==> config.mk <==
export PLATFORM = sky130hd
export DESIGN_NAME = vexp_lane_ctrl
export DESIGN_NICKNAME = d
export VERILOG_FILES = /design/src/rtl/vexp_pkg.sv /design/src/rtl/vexp_fp64_unit.sv /design/src/rtl/vexp_lane_mux.sv /design/src/rtl/vexp_lane_ctrl.sv
export SDC_FILE = /design/constraint.sdc
export NUM_CORES = 2
export LEC_CHECK = 0
export ABC_CLOCK_PERIOD_IN_PS = 800
export CORE_AREA = 2 2 604 606
export DETAILED_ROUTE_END_ITERATION = 10
export DIE_AREA = 0 0 606 608
export GPL_ROUTABILITY_DRIVEN = 1
export PLACE_DENSITY = 0.39
export SLEW_MARGIN = 5
export SYNTH_ARGS = -nofsm -noshare
export SYNTH_HDL_FRONTEND = slang
export SYNTH_HIERARCHICAL = 1
export SYNTH_SLANG_ARGS = --single-unit
==> constraint.sdc <==
create_clock -name clk -period 0.8 [get_ports clk]
set_clock_uncertainty 0.05 [all_clocks]
set_input_delay 0.16 -clock clk [delete_from_list [all_inputs] [get_ports clk]]
set_output_delay 0.16 -clock clk [all_outputs]
set_load 0.1 [all_outputs]
==> src/rtl/vexp_pkg.sv <==
package vexp_pkg;
   localparam int FP_W      = 64;
   localparam int FRAC_W    = 52;
   localparam int EXP_W     = 11;
   localparam int EXP_BIAS  = 1023;
   localparam int SUB_SHIFT = 1074;
   localparam logic [FP_W-1:0] POS_INF = 64'h7FF0_0000_0000_0000;
   localparam logic [FP_W-1:0] NEG_INF = 64'hFFF0_0000_0000_0000;

   typedef struct packed {
      logic inv;
      logic den;
   } vexp_flags_t;
endpackage

==> src/rtl/vexp_fp64_unit.sv <==
module vexp_fp64_unit
   import vexp_pkg::*;
(
   input  logic [FP_W-1:0] x,
   input  logic            daz,
   output logic [FP_W-1:0] y,
   output vexp_flags_t     flg
);
   logic [EXP_W-1:0]  bexp;
   logic [FRAC_W-1:0] frac;
   logic [5:0]        lead;
   logic              sub;
   logic signed [12:0] k;
   logic [10:0]       mag;
   logic [3:0]        q;
   logic [FRAC_W-1:0] mfrac;
   logic [FP_W-1:0]   conv;

   assign bexp = x[62:52];
   assign frac = x[51:0];
   assign sub  = (bexp == '0) && (frac != '0) && !daz;

   always_comb begin
      lead = '0;
      for (int b = 0; b < FRAC_W; b++)
         if (frac[b]) lead = 6'(b);
   end

   always_comb begin
      if (sub) k = $signed({7'b0, lead}) - 13'sd1074;
      else     k = $signed({2'b0, bexp}) - 13'sd1023;
      mag = k[12] ? 11'(-k) : 11'(k);
   end

   always_comb begin
      q = '0;
      for (int b = 0; b < 11; b++)
         if (mag[b]) q = 4'(b);
   end

   assign mfrac = 52'(mag) << (6'd52 - {2'b0, q});
   assign conv  = (mag == '0) ? '0 : {k[12], 11'd1023 + {7'b0, q}, mfrac};

   always_comb begin
      flg = '0;
      if (bexp == '1) begin
         if (frac != '0) begin
            y       = x | (64'd1 << 51);
            flg.inv = !frac[51];
         end else begin
            y = POS_INF;
         end
      end else if (bexp == '0 && !sub) begin
         y = NEG_INF;
      end else begin
         y       = conv;
         flg.den = sub;
      end
   end
endmodule

==> src/rtl/vexp_lane_mux.sv <==
module vexp_lane_mux
   import vexp_pkg::*;
#(
   parameter int LANE_W = 64
) (
   input  logic [LANE_W-1:0] res,
   input  logic [LANE_W-1:0] old,
   input  vexp_flags_t       flg_in,
   input  logic              active,
   input  logic              enabled,
   input  logic              zero_mode,
   output logic [LANE_W-1:0] out,
   output vexp_flags_t       flg_out
);
   always_comb begin
      if (!active)      out = '0;
      else if (enabled) out = res;
      else if (zero_mode) out = '0;
      else              out = old;
      flg_out = (active && enabled) ? flg_in : '0;
   end
endmodule

==> src/rtl/vexp_lane_ctrl.sv <==
module vexp_lane_ctrl
   import vexp_pkg::*;
#(
   parameter int LANES  = 8,
   parameter int LANE_W = 64,
   parameter int RSVD_W = 4
) (
   input  logic                    clk,
   input  logic                    rst_n,
   input  logic                    start,
   input  logic [LANES*LANE_W-1:0] src_vec,
   input  logic [LANES*LANE_W-1:0] old_dst,
   input  logic [LANES-1:0]        lane_mask,
   input  logic                    no_mask,
   input  logic                    zero_mode,
   input  logic                    bcast,
   input  logic                    src_mem,
   input  logic [1:0]              vlen_sel,
   input  logic [RSVD_W-1:0]       rsvd_fld,
   input  logic                    daz,
   output logic                    valid_o,
   output logic [LANES*LANE_W-1:0] dst_o,
   output logic                    flag_inv,
   output logic                    flag_den,
   output logic                    undef_op
);
   localparam int VEC_W = LANES * LANE_W;

   if (LANE_W != FP_W) begin : g_bad_lane_w
      $error("vexp_lane_ctrl: LANE_W must equal 64");
   end
   if (LANES < 2 || (LANES & (LANES - 1)) != 0) begin : g_bad_lanes
      $error("vexp_lane_ctrl: LANES must be a power of two, at least 2");
   end
   if (RSVD_W < 1) begin : g_bad_rsvd
      $error("vexp_lane_ctrl: RSVD_W must be positive");
   end

   logic              legal;
   logic              use_bc;
   int unsigned       n_act;
   logic [VEC_W-1:0]  nxt;
   logic [LANES-1:0]  inv_v, den_v;

   assign legal  = (rsvd_fld == '1);
   assign use_bc = bcast && src_mem;

   always_comb begin
      n_act = 32'd2 << vlen_sel;
      if (n_act > LANES) n_act = LANES;
   end

   for (genvar j = 0; j < LANES; j++) begin : g_lane
      logic [LANE_W-1:0] elem, res;
      vexp_flags_t       fl_raw, fl_gated;

      assign elem = use_bc ? src_vec[LANE_W-1:0] : src_vec[j*LANE_W +: LANE_W];

      vexp_fp64_unit u_unit (
         .x   (elem),
         .daz (daz),
         .y   (res),
         .flg (fl_raw)
      );

      vexp_lane_mux #(.LANE_W(LANE_W)) u_mux (
         .res       (res),
         .old       (old_dst[j*LANE_W +: LANE_W]),
         .flg_in    (fl_raw),
         .active    (n_act > j),
         .enabled   (no_mask || lane_mask[j]),
         .zero_mode (zero_mode),
         .out       (nxt[j*LANE_W +: LANE_W]),
         .flg_out   (fl_gated)
      );

      assign inv_v[j] = fl_gated.inv;
      assign den_v[j] = fl_gated.den;
   end

   always_ff @(posedge clk or negedge rst_n) begin
      if (!rst_n) begin
         valid_o  <= 1'b0;
         dst_o    <= '0;
         flag_inv <= 1'b0;
         flag_den <= 1'b0;
         undef_op <= 1'b0;
      end else begin
         valid_o <= start;
         if (start) begin
            undef_op <= !legal;
            dst_o    <= legal ? nxt : old_dst;
            flag_inv <= legal && (|inv_v);
            flag_den <= legal && (|den_v);
         end
      end
   end
endmodule

# Yosys cells after proc, flatten, opt, wreduce, memory -nomap -nowiden
# Cells that the tools add are included.
[totals] ff_bits=516 mem_count=0 latchBits=0 mem_bits_ro=0 mem_bits_rw=0 elab_cells=768
[classes] shifts=9 add_sub_neg=40 magnitude_cmp=9 eq_ne=9 div_mod_pow=0 multipliers=0 n_mux=609 n_bitwise=0 reduce_logical=87
[op_table] operator="two-way mux 64 bit" n=63
[op_table] operator="two-way mux 6 bit" n=400
[op_table] operator="two-way mux 512 bit" n=1
[op_table] operator="nonzero test 52 bit" n=8
[op_table] operator="left shift 11 x 6 -> 52 bit" n=8
[op_table] operator="logical NOT 11 bit" n=16
[op_table] operator="greater-than comparator 32 x 3 -> 1 bit (second input constant)" n=4
[op_table] operator="two-way mux 13 bit" n=8
[op_table] operator="two-way mux 3 bit" n=32
[op_table] operator="two-way mux 4 bit" n=24
[op_table] operator="subtractor 11 x 10 -> 12 bit (second input constant)" n=8
[op_table] operator="subtractor 6 x 11 -> 12 bit (second input constant)" n=8
[op_table] operator="adder 10 x 4 -> 11 bit (first input constant)" n=8
[op_table] operator="== test 11 bit (second input constant)" n=8
[op_table] operator="two-way mux 11 bit" n=8
[op_table] operator="negation 11 bit" n=8
[op_table] operator="greater-than comparator 32 x 1 -> 1 bit (second input constant)" n=2
[op_table] operator="greater-than comparator 32 x 2 -> 1 bit (second input constant)" n=2
[op_table] operator="two-way mux 1 bit" n=48
[op_table] operator="two-way mux 2 bit" n=24
[op_table] operator="subtractor 5 x 5 -> 6 bit (first input constant)" n=8
[op_table] operator="logical AND 1 bit" n=35
[op_table] operator="greater-than comparator 32 x 4 -> 1 bit (second input constant)" n=1
[op_table] operator="two-way mux 32 bit" n=1
[op_table] operator="other kinds (5)" n=30

# Logic depth before layout (Yosys ltp)
[logic_depth] ltp_word=75 mapped_depth=32 depth_no_buf=27

# Hierarchy
# The synthesis kept the hierarchy.
[modules_own_cells] mod="vexp_lane_ctrl" cells_each=2378 seq_area_each_um2=12912.4 n_inst=1 area_per_inst_um2=26900.8
[modules_own_cells] mod="vexp_fp64_unit" cells_each=473 seq_area_each_um2=0.0 n_inst=8 area_per_inst_um2=2929.1
[modules_own_cells] mod="vexp_lane_mux at g_lane[1].u_mux ..." cells_each=91 seq_area_each_um2=0.0 n_inst=7 area_per_inst_um2=869.6
[modules_own_cells] mod="vexp_lane_mux at g_lane[0].u_mux" cells_each=89 seq_area_each_um2=0.0 n_inst=1 area_per_inst_um2=880.8

# Worst setup path before layout
# OpenSTA, ideal clock, no wires.
[synth_path] path_kind="input to register" start="input port bcast" end="register dst_o[237]" arrival_time_ns=6.208 required_ns=0.624 stages=27 path_buffers=5 path_slack_ns=-5.584 cell_sequence="buf_2 -> nand2_1 -> buf_2 -> clkbuf_1 -> a21o_1 -> or4_4 -> nor4b_4 -> a41o_2 -> inv_2 -> buf_6 -> o21ai_0 -> ha_1 -> o2111ai_1 -> or4_4 -> o21ai_2 -> a31oi_1 -> a21o_1 -> o211ai_4 -> inv_2 -> buf_6 -> ha_1 -> clkinv_1 -> a31oi_1 -> nor3_1 -> a221o_1 -> a32o_1 -> a221o_1"
[synth_between] word_cells_on_any_way=85
[synth_rtl] item="start, declared" line_no="vexp_lane_ctrl.sv:16" source="input logic bcast,"
[synth_rtl] item="logical AND 1 bit (*)" line_no="vexp_lane_ctrl.sv:46" source="assign use_bc = bcast && src_mem;"
[synth_rtl] item="two-way mux 64 bit (*)" line_no="vexp_lane_ctrl.sv:57" source="assign elem = use_bc ? src_vec[LANE_W-1:0] : src_vec[j*LANE_W +: LANE_W];"
[synth_rtl] item="via g_lane[3].elem[41]" line_no="vexp_lane_ctrl.sv:54" source="logic [LANE_W-1:0] elem, res;"
[synth_rtl] item="two-way mux 6 bit (11 in a row)" line_no="vexp_fp64_unit.sv:26" source="if (frac[b]) lead = 6'(b);"
[synth_rtl] item="subtractor 6 x 11 -> 12 bit" line_no="vexp_fp64_unit.sv:30" source="if (sub) k = $signed({7'b0, lead}) - 13'sd1074;"
[synth_rtl] item="two-way mux 13 bit" line_no="vexp_fp64_unit.sv:30"
[synth_rtl] item="negation 11 bit" line_no="vexp_fp64_unit.sv:32" source="mag = k[12] ? 11'(-k) : 11'(k);"
[synth_rtl] item="two-way mux 11 bit" line_no="vexp_fp64_unit.sv:32"
[synth_rtl] item="[12 not listed]"
[synth_rtl] item="two-way mux 64 bit" line_no="vexp_fp64_unit.sv:42" source="assign conv = (mag == '0) ? '0 : {k[12], 11'd1023 + {7'b0, q}, mfrac};"
[synth_rtl] item="two-way mux 64 bit" line_no="vexp_fp64_unit.sv:53" source="end else if (bexp == '0 && !sub) begin"
[synth_rtl] item="two-way mux 64 bit (*)" line_no="vexp_fp64_unit.sv:46" source="if (bexp == '1) begin"
[synth_rtl] item="via g_lane[3].res[45]" line_no="vexp_lane_ctrl.sv:54"
[synth_rtl] item="two-way mux 64 bit (*)" line_no="vexp_lane_mux.sv:17" source="else if (enabled) out = res;"
[synth_rtl] item="two-way mux 64 bit (*)" line_no="vexp_lane_mux.sv:16" source="if (!active) out = '0;"
[synth_rtl] item="via nxt[237]" line_no="vexp_lane_ctrl.sv:42" source="logic [VEC_W-1:0] nxt;"
[synth_rtl] item="two-way mux 512 bit (*)" line_no="vexp_lane_ctrl.sv:92" source="dst_o <= legal ? nxt : old_dst;"
[synth_rtl] item="end signal, assigned" line_no="vexp_lane_ctrl.sv:92"
[synth_rtl] item="end, declared" line_no="vexp_lane_ctrl.sv:22" source="output logic [LANES*LANE_W-1:0] dst_o,"
# Mark *: on every way through the listed nets, which the timed path passes. The rest lies on a longest branch.
# A chain may end at the register's enable or synchronous reset.

# Worst setup path after layout
[layout_path] start="input port bcast" end="register dst_o[237]"
[layout_between] word_cells_on_any_way=85
[layout_rtl] item="logical AND 1 bit (*)" line_no="vexp_lane_ctrl.sv:46"
[layout_rtl] item="two-way mux 64 bit (*)" line_no="vexp_lane_ctrl.sv:57"
[layout_rtl] item="via g_lane[3].elem[39]" line_no="vexp_lane_ctrl.sv:54"
[layout_rtl] item="two-way mux 6 bit (13 in a row)" line_no="vexp_fp64_unit.sv:26"
[layout_rtl] item="subtractor 6 x 11 -> 12 bit" line_no="vexp_fp64_unit.sv:30"
[layout_rtl] item="two-way mux 13 bit" line_no="vexp_fp64_unit.sv:30"
[layout_rtl] item="negation 11 bit" line_no="vexp_fp64_unit.sv:32"
[layout_rtl] item="two-way mux 11 bit" line_no="vexp_fp64_unit.sv:32"
[layout_rtl] item="[12 not listed]"
[layout_rtl] item="two-way mux 64 bit" line_no="vexp_fp64_unit.sv:42"
[layout_rtl] item="two-way mux 64 bit" line_no="vexp_fp64_unit.sv:53"
[layout_rtl] item="two-way mux 64 bit (*)" line_no="vexp_fp64_unit.sv:46"
[layout_rtl] item="via g_lane[3].res[45]" line_no="vexp_lane_ctrl.sv:54"
[layout_rtl] item="two-way mux 64 bit (*)" line_no="vexp_lane_mux.sv:17"
[layout_rtl] item="two-way mux 64 bit (*)" line_no="vexp_lane_mux.sv:16"
[layout_rtl] item="via nxt[237]" line_no="vexp_lane_ctrl.sv:42"
[layout_rtl] item="two-way mux 512 bit (*)" line_no="vexp_lane_ctrl.sv:92"
# Marks and branches as above.

==> metrics <==
status=finished, violations left; failing checks=negative hold slack, negative setup slack; CP max stage delay=570 ps; first-pass GRT wire length=741000 um; largest net degree at the start of global routing=75; Setup crit end kind=flop; Design Power=186 mW; Switching Power=82.7 mW; Post-synth top flop=dfrtp_1; Ys Warns=6; CTS Hold Buffers Added=286; Clock Pin Slew Worst Setup and Hold Paths=60 ps; clock share of power=19.9%; DRT iter0 DRCs=7823; Syn Inst Count=6888; Power Density=1550 nW/um2; crit start category=primary input; total gr overflow=0; Critical Path Fanout Max=8; Skew-Pair Late Insertion Delay=850 ps; DRC=0; row cnt=221; most frequent cells in the layout=buf_4 (2793), clkdlybuf4s50_1 (994), buf_12 (789); initial antenna violation count=307; overall routing resource usage=29.1%; Slew Limit Fails=0; Final nets=12500; Sink Count=516; Area growth syn-to-layout=109%; Post-Route WL=561000 um; MaxCap Viol Count=0; Slowest-stage cell, CP=or4_4; vias in the first global route=82900; sequential-to-total area share from yosys stat=22.5%; DR pass1 iterations=6; commonest non-fill, non-tap cell in the layout=buf_4; fin area=120000 um2; Int Power=104 mW; mapped cell area=57300 um2; vias per inst=5.07; Comb pwr share=63.8%; switching share of power=44.4%; Starting Density=15.8%; Seq pwr share=16.3%; DIE WIDTH=606 um; WP buf/inv=8; area of the die=368000 um2; Tcrit/Tclk final=683%; Hold Slack=-144 ps; Max Fclk=183 MHz; Die H=608 um; Final Hold Fails=32; Pleak=52.4 nW; final setup vio count=1037; Hold Crit Class=primary input to flop; Num CTS Buffers=81; #FFs+latches synth=516; IO buf count=1561; Slew HR=7.38%; unrepaired setup endpoints after global routing=yes; placed instance area=107000 um2; Placer Congestion=0.983; IO Pins=1562; WL/cell=34.2 um; Critical Path Most Common Cell=a21o_1; number of synthesized flops with an enable pin=0; area of the multi-input gates=45200 um2; fraction of layout cells with a size suffix above 1=42.1%; Post-synth ARST share=100%; slew of the pin with the lowest slew margin=1390 ps; CP delay by family, top=compound AO/OA/AOI/OAI gates; setup slack after layout=-4660 ps; Synth cell types=83; Root Driver=clkbuf_16; placeable core area=362000 um2; CTS HTree Levels=3; vias=83200; Max Root-Sink Buffers=4; Max IR drop VDD=1620 uV; register area=12900 um2; FILL cells=37700; Routed Antenna Nets=0; Worst EP required=1430 ps; Worst Path Arrival=6100 ps; class of the most critical setup path=primary input to flop; Avg Inst Size Synth=8.32 um2; min Tclk post-route=5460 ps; TritonCTS clock tree=yes; Final HPWL DP=470000 um
state kept, by name, summed over array words and instances (netlist names):
register,flops
flag_den,1
valid_o,1
undef_op,1
dst_o,512
flag_inv,1
synth_stat cells (94+ instances only):
master	instances	area, um2
a21o_1	527	3960
a21oi_1	232	1160
a221o_1	528	5290
a32o_1	488	4880
and2_1	289	1810
and2b_1	94	706
and3_1	135	845
buf_6	176	1980
clkbuf_1	333	1250
dfrtp_1	516	12900
inv_1	161	604
nand2_1	411	1540
nor2_1	411	1540
nor2b_1	443	2770
nor3_1	176	881
nor4_1	100	626
o21ai_0	192	961
tightest hold or removal path, cell delays in order:
cell and delay, ps:
buf_8 140, buf_12 170, nor2b_1 120, a221o_1 110
metrics by stage:
| step | instances | utilization [%] | worst slack (ps) | setup TNS, ps |
|---|---|---|---|---|
| 4_1_cts | 16200 | 32.5 | -4500 | -2143030 |
| 3_3_place_gp | 15600 | 29.7 | -6140 | -2326040 |
| 2_1_floorplan | 6897 | - | -5030 | -1918930 |
| 6_report | 16400 | 33.2 | -4660 | -2163900 |
| 3_5_place_dp | 15600 | 29.7 | -6090 | -2329340 |
| 5_1_grt | 16400 | 33.1 | -4750 | -2230700 |
per-layer routing:
metal  GRT usage, %  part of all wire (%)  vias up
met5              0                 0.083        -
met4           16.9                   6.7       72
met3           5.81                   6.8      920
met2           46.0                    45     3660
met1           36.5                    42    42200
li1               -                     -    36300
layout make-up:
class / instances / area share, %
clock inverter: 19 / 0.236
multi-input combinational: 5583 / 37.7
clock buffer: 109 / 1.88
timing repair inverter: 3 / 0.0198
inverter: 193 / 0.692
tap: 4794 / 5.00
sequential: 516 / 10.8
timing repair buffer: 5055 / 43.4
antenna: 150 / 0.313
power by group through the flow:
stage | Combinational [mW] | Sequential [mW] | Clock, mW
finish | 119 | 30.3 | 37.1
floorplan | 33.3 | 48.8 | 0
global placement | 106 | 30.8 | 0
CTS | 114 | 30.3 | 38.1
global route | 124 | 30.6 | 38.8
detailed placement | 106 | 30.7 | 0
final timing paths:
kind / from / endpoint / slack (ps) / depth (start not counted)
worst max-delay path: bcast / dst_o[237] / -4660 / 29
worst min-delay path: start / dst_o[446] / -140 / 4
worst max register to register: dst_o[262] / dst_o[262] / -270 / 2
worst min register to register: undef_op / undef_op / 520 / 2
max in group asynchronous: rst_n / dst_o[509] / -290 / 4
min in group asynchronous: rst_n / dst_o[190] / -10 / 3
kinds of logic (layout without fill, tap and decap cells):
group / Yosys count / after routing / share of synthesized area [%]
muxes: 120 / 120 / 2.32
adders and majority gates: 64 / 64 / 1.40
DFF: 516 / 516 / 22.5
AOI/OAI and AO/OA: 2698 / 2698 / 38.7
xor gates and xnor gates: 128 / 128 / 1.96
buffers and inverters: 798 / 5379 / 7.86
other: 1 / 160 / 0.00654
and+or+nand+nor: 2563 / 2563 / 25.2
repair_timing:
action | in CTS | in global routing
setup buffers | 152 | 62
resized for setup | 741 | 304
gates cloned | 14 | 6
pin swaps | 305 | 145
setup endpoints to repair | 1031 | 1037
endpoints found under the hold margin | 933 | 60
(Power assumes the default switching activity.)
